$ cat src/rtl/acc16_pkg.sv
package acc16_pkg;

    localparam int WORD_W = 16;

    typedef enum logic {
        FMT_LOAD_A,
        FMT_COMPUTE
    } fmt_e;

    typedef enum logic [1:0] {
        NXT_RESET,
        NXT_BRANCH,
        NXT_STEP
    } nxt_e;

    typedef struct packed {
        logic zero_x;
        logic inv_x;
        logic zero_y;
        logic inv_y;
        logic use_add;
        logic inv_res;
    } alu_ctl_t;

    typedef struct packed {
        fmt_e     fmt;
        logic     y_from_mem;
        alu_ctl_t ctl;
        logic     wr_a;
        logic     wr_d;
        logic     wr_mem;
        logic     br_neg;
        logic     br_zero;
        logic     br_pos;
    } decoded_t;

endpackage

$ cat src/rtl/acc16_alu.sv
module acc16_alu
    import acc16_pkg::*;
#(
    parameter int W = 16
) (
    input  logic [W-1:0] x_in,
    input  logic [W-1:0] y_in,
    input  alu_ctl_t     ctl,
    output logic [W-1:0] res,
    output logic         is_zero,
    output logic         is_neg
);
    localparam int N_OPS = 2;

    logic [W-1:0] raw  [N_OPS];
    logic [W-1:0] pre  [N_OPS];
    logic [N_OPS-1:0] zap;
    logic [N_OPS-1:0] flip;
    logic [W-1:0] core;

    assign raw[0] = x_in;
    assign raw[1] = y_in;
    assign zap    = {ctl.zero_y, ctl.zero_x};
    assign flip   = {ctl.inv_y,  ctl.inv_x};

    // identical preset stage for each operand
    for (genvar g = 0; g < N_OPS; g++) begin : g_preset
        assign pre[g] = (zap[g] ? '0 : raw[g]) ^ {W{flip[g]}};
    end

    always_comb begin
        core    = ctl.use_add ? (pre[0] + pre[1]) : (pre[0] & pre[1]);
        res     = ctl.inv_res ? ~core : core;
        is_zero = (res == '0);
        is_neg  = res[W-1];
    end
endmodule

$ cat src/rtl/acc16_decode.sv
module acc16_decode
    import acc16_pkg::*;
(
    input  logic [WORD_W-1:0] instr,
    output decoded_t          dec,
    output logic [WORD_W-1:0] imm
);
    logic [1:0] unused_fill;
    fmt_e       kind;

    assign unused_fill = instr[14:13];
    assign kind        = instr[15] ? FMT_COMPUTE : FMT_LOAD_A;
    assign imm         = {1'b0, instr[WORD_W-2:0]};

    always_comb begin
        dec     = '0;
        dec.fmt = kind;
        unique case (kind)
            FMT_LOAD_A: begin
                dec.fmt = FMT_LOAD_A;
            end
            FMT_COMPUTE: begin
                dec.y_from_mem = instr[12];
                dec.ctl        = alu_ctl_t'(instr[11:6]);
                dec.wr_a       = instr[5];
                dec.wr_d       = instr[4];
                dec.wr_mem     = instr[3];
                dec.br_neg     = instr[2];
                dec.br_zero    = instr[1];
                dec.br_pos     = instr[0];
            end
            default: dec = '0;
        endcase
    end
endmodule

$ cat src/rtl/acc16_seq.sv
module acc16_seq
    import acc16_pkg::*;
#(
    parameter int AW = 15
) (
    input  logic          clk,
    input  logic          rst,
    input  logic          is_compute,
    input  logic [2:0]    br_mask,
    input  logic          res_zero,
    input  logic          res_neg,
    input  logic [AW-1:0] target,
    output logic [AW-1:0] pc
);
    nxt_e          sel;
    logic          cond_hit;
    logic [AW-1:0] pc_next;

    always_comb begin
        cond_hit = (br_mask[2] & res_neg) |
                   (br_mask[1] & res_zero) |
                   (br_mask[0] & ~res_neg & ~res_zero);
        if (rst)
            sel = NXT_RESET;
        else if (is_compute && cond_hit)
            sel = NXT_BRANCH;
        else
            sel = NXT_STEP;
    end

    always_comb begin
        unique case (sel)
            NXT_RESET:  pc_next = '0;
            NXT_BRANCH: pc_next = target;
            NXT_STEP:   pc_next = pc + 1'b1;
            default:    pc_next = '0;
        endcase
    end

    always_ff @(posedge clk) begin
        pc <= pc_next;
    end

    assert_reset_clears_R1: assert property (@(posedge clk)
        rst |=> (pc == '0));

    assert_always_branch_R8: assert property (@(posedge clk) disable iff (rst)
        (is_compute && br_mask == 3'b111) |=> (pc == $past(target)));

    assert_never_branch_R8: assert property (@(posedge clk) disable iff (rst)
        (br_mask == 3'b000) |=> (pc == $past(pc) + 1'b1));
endmodule

$ cat src/rtl/acc16_core.sv
module acc16_core
    import acc16_pkg::*;
#(
    parameter int DATA_W = WORD_W
) (
    input  logic              clk,
    input  logic              rst,
    input  logic [DATA_W-1:0] instr,
    input  logic [DATA_W-1:0] mem_rdata,
    output logic [DATA_W-1:0] mem_wdata,
    output logic              mem_we,
    output logic [DATA_W-2:0] mem_addr,
    output logic [DATA_W-2:0] fetch_addr
);
    localparam int ADDR_W = DATA_W - 1;

    decoded_t          dec;
    logic [DATA_W-1:0] imm;
    logic [DATA_W-1:0] a_q;
    logic [DATA_W-1:0] d_q;
    logic [DATA_W-1:0] y_op;
    logic [DATA_W-1:0] alu_res;
    logic              alu_zero;
    logic              alu_neg;

    acc16_decode u_dec (
        .instr (instr),
        .dec   (dec),
        .imm   (imm)
    );

    assign y_op = dec.y_from_mem ? mem_rdata : a_q;

    acc16_alu #(.W(DATA_W)) u_alu (
        .x_in    (d_q),
        .y_in    (y_op),
        .ctl     (dec.ctl),
        .res     (alu_res),
        .is_zero (alu_zero),
        .is_neg  (alu_neg)
    );

    always_ff @(posedge clk) begin
        if (dec.fmt == FMT_LOAD_A)
            a_q <= imm;
        else if (dec.wr_a)
            a_q <= alu_res;
        if (dec.wr_d)
            d_q <= alu_res;
    end

    acc16_seq #(.AW(ADDR_W)) u_seq (
        .clk        (clk),
        .rst        (rst),
        .is_compute (dec.fmt == FMT_COMPUTE),
        .br_mask    ({dec.br_neg, dec.br_zero, dec.br_pos}),
        .res_zero   (alu_zero),
        .res_neg    (alu_neg),
        .target     (a_q[ADDR_W-1:0]),
        .pc         (fetch_addr)
    );

    assign mem_wdata = alu_res;
    assign mem_we    = dec.wr_mem;
    assign mem_addr  = a_q[ADDR_W-1:0];

    assert_load_no_write_R3: assert property (@(posedge clk) disable iff (rst)
        !instr[DATA_W-1] |-> !mem_we);

    assert_load_steps_R3: assert property (@(posedge clk) disable iff (rst)
        !instr[DATA_W-1] |=> (fetch_addr == $past(fetch_addr) + 1'b1));

    assert_load_payload_R2: assert property (@(posedge clk) disable iff (rst)
        !instr[DATA_W-1] |=> (mem_addr == $past(instr[ADDR_W-1:0])));

    assert_result_to_a_R6: assert property (@(posedge clk) disable iff (rst)
        (instr[DATA_W-1] && instr[5]) |=> (mem_addr == $past(mem_wdata[ADDR_W-1:0])));
endmodule

$ cat config.mk
export PLATFORM = sky130hd
export DESIGN_NAME = acc16_core
export DESIGN_NICKNAME = d
export VERILOG_FILES = /design/src/rtl/acc16_pkg.sv /design/src/rtl/acc16_alu.sv /design/src/rtl/acc16_decode.sv /design/src/rtl/acc16_seq.sv /design/src/rtl/acc16_core.sv
export SDC_FILE = /design/constraint.sdc
export NUM_CORES = 1
export LEC_CHECK = 0
export BUFFER_PORTS_ARGS = -buffer_cell sky130_fd_sc_hd__buf_2
export CORE_MARGIN = 4
export CORE_UTILIZATION = 30
export CTS_CLUSTER_DIAMETER = 60
export CTS_CLUSTER_SIZE = 25
export DETAILED_ROUTE_END_ITERATION = 16
export SYNTH_ARGS = -nofsm -noshare
export SYNTH_HDL_FRONTEND = slang
export SYNTH_SLANG_ARGS = --single-unit
$ cat constraint.sdc
create_clock -name clk -period 10.79 [get_ports clk]
set_input_delay 1.079 -clock clk [delete_from_list [all_inputs] [get_ports clk]]
set_output_delay 1.079 -clock clk [all_outputs]
set_load 0.02 [all_outputs]
Yosys cells after proc, flatten, opt, wreduce, memory -nomap -nowiden:

Index checks and enable logic that the tools add are counted.

* register bits after elaboration: 47
* input bits: 34
* output and inout port bits: 47
* logic and storage cells: 36

* $add $sub $neg: 2
* equality and inequality tests: 3
* multiplexer cells: 13
* bitwise operators: 12
* reduce and logical (&&, ||, !) cells: 2

Operators with widths (count)
* $mux 16: 5
* $xor 16x16->16: 2
* $mux 15: 2
* $pmux 15 s2: 1
* $add 16x16->16: 1
* $and 16x16->16: 1
* $logic_not 16->1: 1
* $not 16->16: 1
* $add 15x1->15 const B: 1
* $mux 13: 1
* $and 1x1->1: 4
* $mux 2: 2
* $eq 2x1->1 const B: 1
* $eq 2x2->1 const B: 1
* $mux 1: 2
* $ne 2x2->1 const B: 1
* $not 1->1: 2
* $or 1x1->1: 2
* $logic_and 1x1->1: 1

Logic depth before layout (Yosys ltp):

* depth after elaboration: 18
* gate-level depth with buffers: 22
* mapped depth without buffers: 18

Cells and area by module:

A second synthesis with hierarchy kept.

* cell total of the unflattened synthesis: 476
* area, all modules: 4548.1 sq um

Modules (own cells, without submodules)
* acc16_alu: instances 1, cells an instance 271, area each 1930.6 sq um, sequential area each 0.0 sq um
* acc16_core: instances 1, cells an instance 84, area each 1574.0 sq um, sequential area each 960.9 sq um
* acc16_seq: instances 1, cells an instance 89, area each 808.3 sq um, sequential area each 300.3 sq um
* acc16_decode: instances 1, cells an instance 32, area each 235.2 sq um, sequential area each 0.0 sq um

Worst setup path before layout:

Ideal clock, no wire load.

* path type: in2reg
* start: input port instr[15]
* end: register u_seq.pc[10]
* library setup time: 0.085 ns
* arrival time: 5.567 ns
* data required time: 10.705 ns
* path slack: 5.138 ns
* stages: 22
* path buffers: 5
* path through: buf_2 -> buf_2 -> inv_1 -> nor2_1 -> clkbuf_1 -> nor2_1 -> a21oi_1 -> ha_1 -> inv_1 -> fa_1 -> and2b_1 -> o2111ai_2 -> a211oi_2 -> o21ai_1 -> a41oi_1 -> o211ai_1 -> or3_1 -> o31a_1 -> and2_1 -> buf_6 -> buf_6 -> o31ai_2

* longest elaborated chain between the ends: 18
* elaborated cells on any way between the ends: 28
* those cells by class: 1 x add/sub; 2 x eq/ne; 11 x mux; 12 x bitwise; 2 x reduce/logical

RTL lines
* start: declaration: line acc16_core.sv:8 `input logic [DATA_W-1:0] instr,`
* $mux 1 (*): line acc16_decode.sv:12 `assign kind = instr[15] ? FMT_COMPUTE : FMT_LOAD_A;`
* $mux 13 (*): line acc16_decode.sv:18 `unique case (kind)`
* $mux 16: line acc16_core.sv:32 `assign y_op = dec.y_from_mem ? mem_rdata : a_q;`
* $mux 16: line acc16_alu.sv:28 `assign pre[g] = (zap[g] ? '0 : raw[g]) ^ {W{flip[g]}};`
* $xor 16x16->16: line acc16_alu.sv:28
* $add 16x16->16 / $and 16x16->16 (equally long branches): line acc16_alu.sv:32 `core = ctl.use_add ? (pre[0] + pre[1]) : (pre[0] & pre[1]);`
* $mux 16: line acc16_alu.sv:32
* $not 16->16: line acc16_alu.sv:33 `res = ctl.inv_res ? ~core : core;`
* (+1 left out)
* via mem_wdata[14]: line acc16_core.sv:10 `output logic [DATA_W-1:0] mem_wdata,`
* (+2 left out)
* $or 1x1->1 / $and 1x1->1 (equally long branches): line acc16_seq.sv:20, acc16_seq.sv:22
* $or 1x1->1 (*): line acc16_seq.sv:21 `(br_mask[1] & res_zero) |`
* $logic_and 1x1->1 (*): line acc16_seq.sv:25 `else if (is_compute && cond_hit)`
* $mux 2 (*): line acc16_seq.sv:25
* $mux 2 (*): line acc16_seq.sv:23 `if (rst)`
* $eq 2x2->1 / $eq 2x1->1 (equally long branches): line acc16_seq.sv:32 `unique case (sel)`
* $pmux 15 s2 (*): line acc16_seq.sv:32
* via u_seq.pc_next[10]: line acc16_seq.sv:17 `logic [AW-1:0] pc_next;`
* end signal: assignment: line acc16_seq.sv:41 `pc <= pc_next;`
* end: declaration: line acc16_seq.sv:13 `output logic [AW-1:0] pc`

Mark *: on every way through the listed nets, which the timed path passes. The rest lies on a longest branch.
A chain may end at the register's enable or synchronous reset.

Worst setup path after layout:

* start: input port instr[8]
* end: register u_seq.pc[1]

* longest elaborated chain between the ends: 15
* elaborated cells on any way between the ends: 22
* those cells by class: 1 x add/sub; 2 x eq/ne; 6 x mux; 11 x bitwise; 2 x reduce/logical

RTL lines (line)
* $mux 13 (*): acc16_decode.sv:18
* $xor 16x16->16 (*): acc16_alu.sv:28
* $add 16x16->16 / $and 16x16->16 (equally long branches): acc16_alu.sv:32
* $mux 16 (*): acc16_alu.sv:32
* $not 16->16: acc16_alu.sv:33
* $mux 16 (*): acc16_alu.sv:33
* $logic_not 16->1 / $not 1->1 (equally long branches): acc16_alu.sv:34, acc16_seq.sv:22
* $and 1x1->1, or another cell as far along: acc16_seq.sv:21
* $or 1x1->1 / $and 1x1->1 (equally long branches): acc16_seq.sv:20, acc16_seq.sv:22
* $or 1x1->1 (*): acc16_seq.sv:21
* $logic_and 1x1->1 (*): acc16_seq.sv:25
* $mux 2 (*): acc16_seq.sv:25
* $mux 2 (*): acc16_seq.sv:23
* $eq 2x2->1 / $eq 2x1->1 (equally long branches): acc16_seq.sv:32
* $pmux 15 s2 (*): acc16_seq.sv:32
* via u_seq.pc_next[1]: acc16_seq.sv:17

Marked as above.

==> flow_summary.json <==
{
  "crit_family": "simple AND/OR/NAND/NOR gates",
  "cts_resized": 0,
  "placement.io_buffers": 80,
  "ff2ff_path_depth": 16,
  "power_leakage_nw": 1.96,
  "timing.critical_path.slowest_stage_cell": "o21ai_1",
  "final_min_period_over_clock_period_pct": 66.6,
  "ys_dominant_reg_cell": "edfxtp_1",
  "cts_tree": "built",
  "fmax_mhz": 139,
  "finish.net_count": 595,
  "place_worst_setup_slack_ns": 3.41,
  "timing.critical_path.slowest_cell_delay_ns": 0.89,
  "post_drt_via_cell_ratio": 5.39,
  "drv_cap": 0,
  "total_switching_power_uw": 355,
  "postSynthRegisterBits": 47,
  "cp_max_fanout": 24,
  "place.gp.congestion": 0.871,
  "drt_iter0_drc": 373,
  "synth-edff-count": 31,
  "path_depth": 18,
  "design.die.area_sq_mm": 0.0164,
  "path_clk_slew_ns": 0.07,
  "row_count": 43,
  "final_layout_size_suffix_gt1_share_pct": 21.5,
  "yosysWarnings": 0,
  "p_clk_share_pct": 23.1,
  "endpoint_kind": "flip-flop",
  "ant_nets": 0,
  "worstMarginPinSlew_ns": 1.13,
  "die_height_microns": 128,
  "critPathRequiredTime_ns": 10.93,
  "pin_count": 81,
  "postSynth.asyncResetShare_pct": 0,
  "dp_hpwl_microns": 10200,
  "globalRouteOverflowTotal": 0,
  "timing.hold.worst_path_depth": 1,
  "seqPwrFrac_pct": 29.0,
  "netlist_area_sq_mm": 0.00433,
  "cts.repair_timing.setup_buffer_count": 0,
  "timing.setup.tns_ns": 0,
  "detail_route.drc_violations": 0,
  "critical_path_class": "input port to flip-flop",
  "p_int_uw": 512,
  "switching_share_pct": 41.0,
  "cts_htree_levels": 2,
  "routedWlPerCell_microns": 18.1,
  "global_route.usage.total_pct": 15.5,
  "post_synth.cell_area_avg_sq_um": 8.63,
  "synth_sequential_area_ratio_pct": 28.9,
  "grt_pass1_wl_microns": 20300,
  "first_global_vias": 3708,
  "maximum_vdd_ir_drop_v": 0.0000656,
  "clock_sinks": 47,
  "core_area_sq_mm": 0.0140,
  "layout.cells.most_common": "buf_2",
  "route.vias.total": 3900,
  "cts_inserted_buffers": 5,
  "area_growth_pct": 13.0,
  "initial_utilization_pct": 31.0,
  "worst_slew_margin_relative_to_its_limit_pct": 24.3,
  "layout_common_cells": "buf_2, nand2_1, a21oi_1",
  "hold_violations": 0,
  "synth_cell_types": 68,
  "report.final.slew_viol_count": 0,
  "unrepaired_setup_endpoints_after_global_routing": "no",
  "clk-insertion-delay-late_ns": 0.28,
  "floorplan.die.width_microns": 128,
  "final.setup.worst_slack_ns": 3.61,
  "power.combinational.fraction_pct": 47.9,
  "cts-root-to-sink-buffers": 2,
  "drt_wl_total_microns": 13100,
  "worstPathCellList": "buf_2, nor2b_1, and2_0, a21oi_1, o21ai_0, a21oi_1, ha_1, inv_1, fa_1, xnor2_1, a22o_1, a22o_1, or4_1, a211oi_1, o211ai_1, o21ai_1, and2_1, o21ai_0",
  "grt_start_max_net_pins": 46,
  "drtPass1Iterations": 5,
  "hp-class": "flip-flop to flip-flop",
  "n_antenna_cell": 0,
  "setup_violations_final": 0,
  "startpoint_type": "input port",
  "synthesis.nets": 554,
  "timing.critical_path.arrival_ns": 7.33,
  "outcome": "completed",
  "pwr_density_cell_mw_per_mm2": 177,
  "worstPathBufferInverterCount": 2,
  "timing.final.crit_period_ns": 7.18,
  "finalClockSkew_ns": 0.00652,
  "cts-hold-fix-buffers": 0,
  "cts_root_buf": "clkbuf_16",
  "post_synthesis_instance_total": 502,
  "antenna_found_initial": 0
}
cells in the mapped netlist, types with 6 or more instances:
cell type,number,area (sq um)
a211oi_1,6,45.0
a21o_1,9,67.6
a21oi_1,41,205
a221oi_1,7,61.3
and2_1,9,56.3
and3_1,9,56.3
buf_4,16,120
clkbuf_1,22,82.6
dfxtp_1,16,320
edfxtp_1,31,931
ha_1,17,213
inv_1,11,41.3
mux2_2,12,135
mux2i_1,9,90.1
nand2_1,49,184
nand3_1,7,35.0
nand4b_1,14,123
nor2_1,36,135
o21ai_0,27,135
o22a_1,6,52.6
o31ai_1,7,52.6
o31ai_2,9,113
xnor2_1,23,201
xor2_1,23,201
per-layer routing:
layer	vias up	track usage, %	wire length, microns
met1	1827	20.9	6030
met5	-	0	0
met2	130	25.7	6080
met3	12	2.42	794
li1	1931	-	-
met4	0	4.18	174
cell type report:
class | instances | area [sq um]
fill | 1444 | 9100
multi-input combinational | 396 | 2770
sequential | 47 | 1250
timing repair buffer | 82 | 415
tap | 180 | 225
clock buffer | 6 | 129
clock inverter | 2 | 60.1
inverter | 11 | 41.3
sequential cells by signal, summed over array words and instances, names as in the netlist:
signal    count
u_seq.pc     15
d_q          16
a_q          16
power by group through the flow:
| stage | Sequential (mW) | Combinational [mW] | Clock [mW] |
|---|---|---|---|
| finish | 0.251 | 0.415 | 0.200 |
| global route | 0.255 | 0.454 | 0.215 |
| CTS | 0.251 | 0.414 | 0.205 |
| detailed placement | 0.255 | 0.412 | 0 |
| global placement | 0.255 | 0.407 | 0 |
| floorplan | 0.256 | 0.306 | 0 |
cells by family (layout without fill, tap and decap cells):
family	Yosys count	count (layout)	synth area share (%)
buffers and inverters	59	101	7.14
multiplexers	21	21	5.20
XOR/XNOR	47	47	9.68
adder cells (fa/ha/maj)	18	18	5.37
AO/OA/AOI/OAI	157	157	25.6
AND/OR/NAND/NOR	153	153	18.1
flip-flops	47	47	28.9
worst paths after layout:
path | start | slack, ns | endpoint
setup / recovery | instr[8] | 3.61 | u_seq.pc[1]$_DFF_P_
hold / removal | u_seq.pc[0]$_DFF_P_ | 0.55 | u_seq.pc[0]$_DFF_P_
setup reg to reg | a_q[0]$_DFFE_PP_ | 5.33 | u_seq.pc[1]$_DFF_P_
hold reg to reg | u_seq.pc[0]$_DFF_P_ | 0.55 | u_seq.pc[0]$_DFF_P_
stage by stage:
stage / instances / hold WS, ns / utilization, % / power [mW] / instance area, sq um
floorplan: 502 / 0.499 / - / 0.562 / 4330
global placement: 716 / 0.523 / 33.6 / 0.662 / 4700
detailed placement: 716 / 0.543 / 33.6 / 0.667 / 4700
CTS: 724 / 0.553 / 35.0 / 0.870 / 4890
global route: 724 / 0.591 / 35.0 / 0.923 / 4890
finish: 724 / 0.547 / 35.0 / 0.867 / 4890
worst register-to-register path, cell delays in order, from the launching register on:
cell	delay (ns)
edfxtp_1	0.46
a21oi_1	0.15
o21ai_0	0.11
a21oi_1	0.18
ha_1	0.28
inv_1	0.08
fa_1	0.40
and2b_1	0.25
o2111ai_2	0.19
a211oi_2	0.36
o21ai_1	0.18
a41oi_1	0.24
o211ai_1	0.11
or3_1	0.51
o21ai_1	0.92
and2_1	0.70
o21ai_0	0.20
Note: power is estimated with default switching activity, not from simulation.
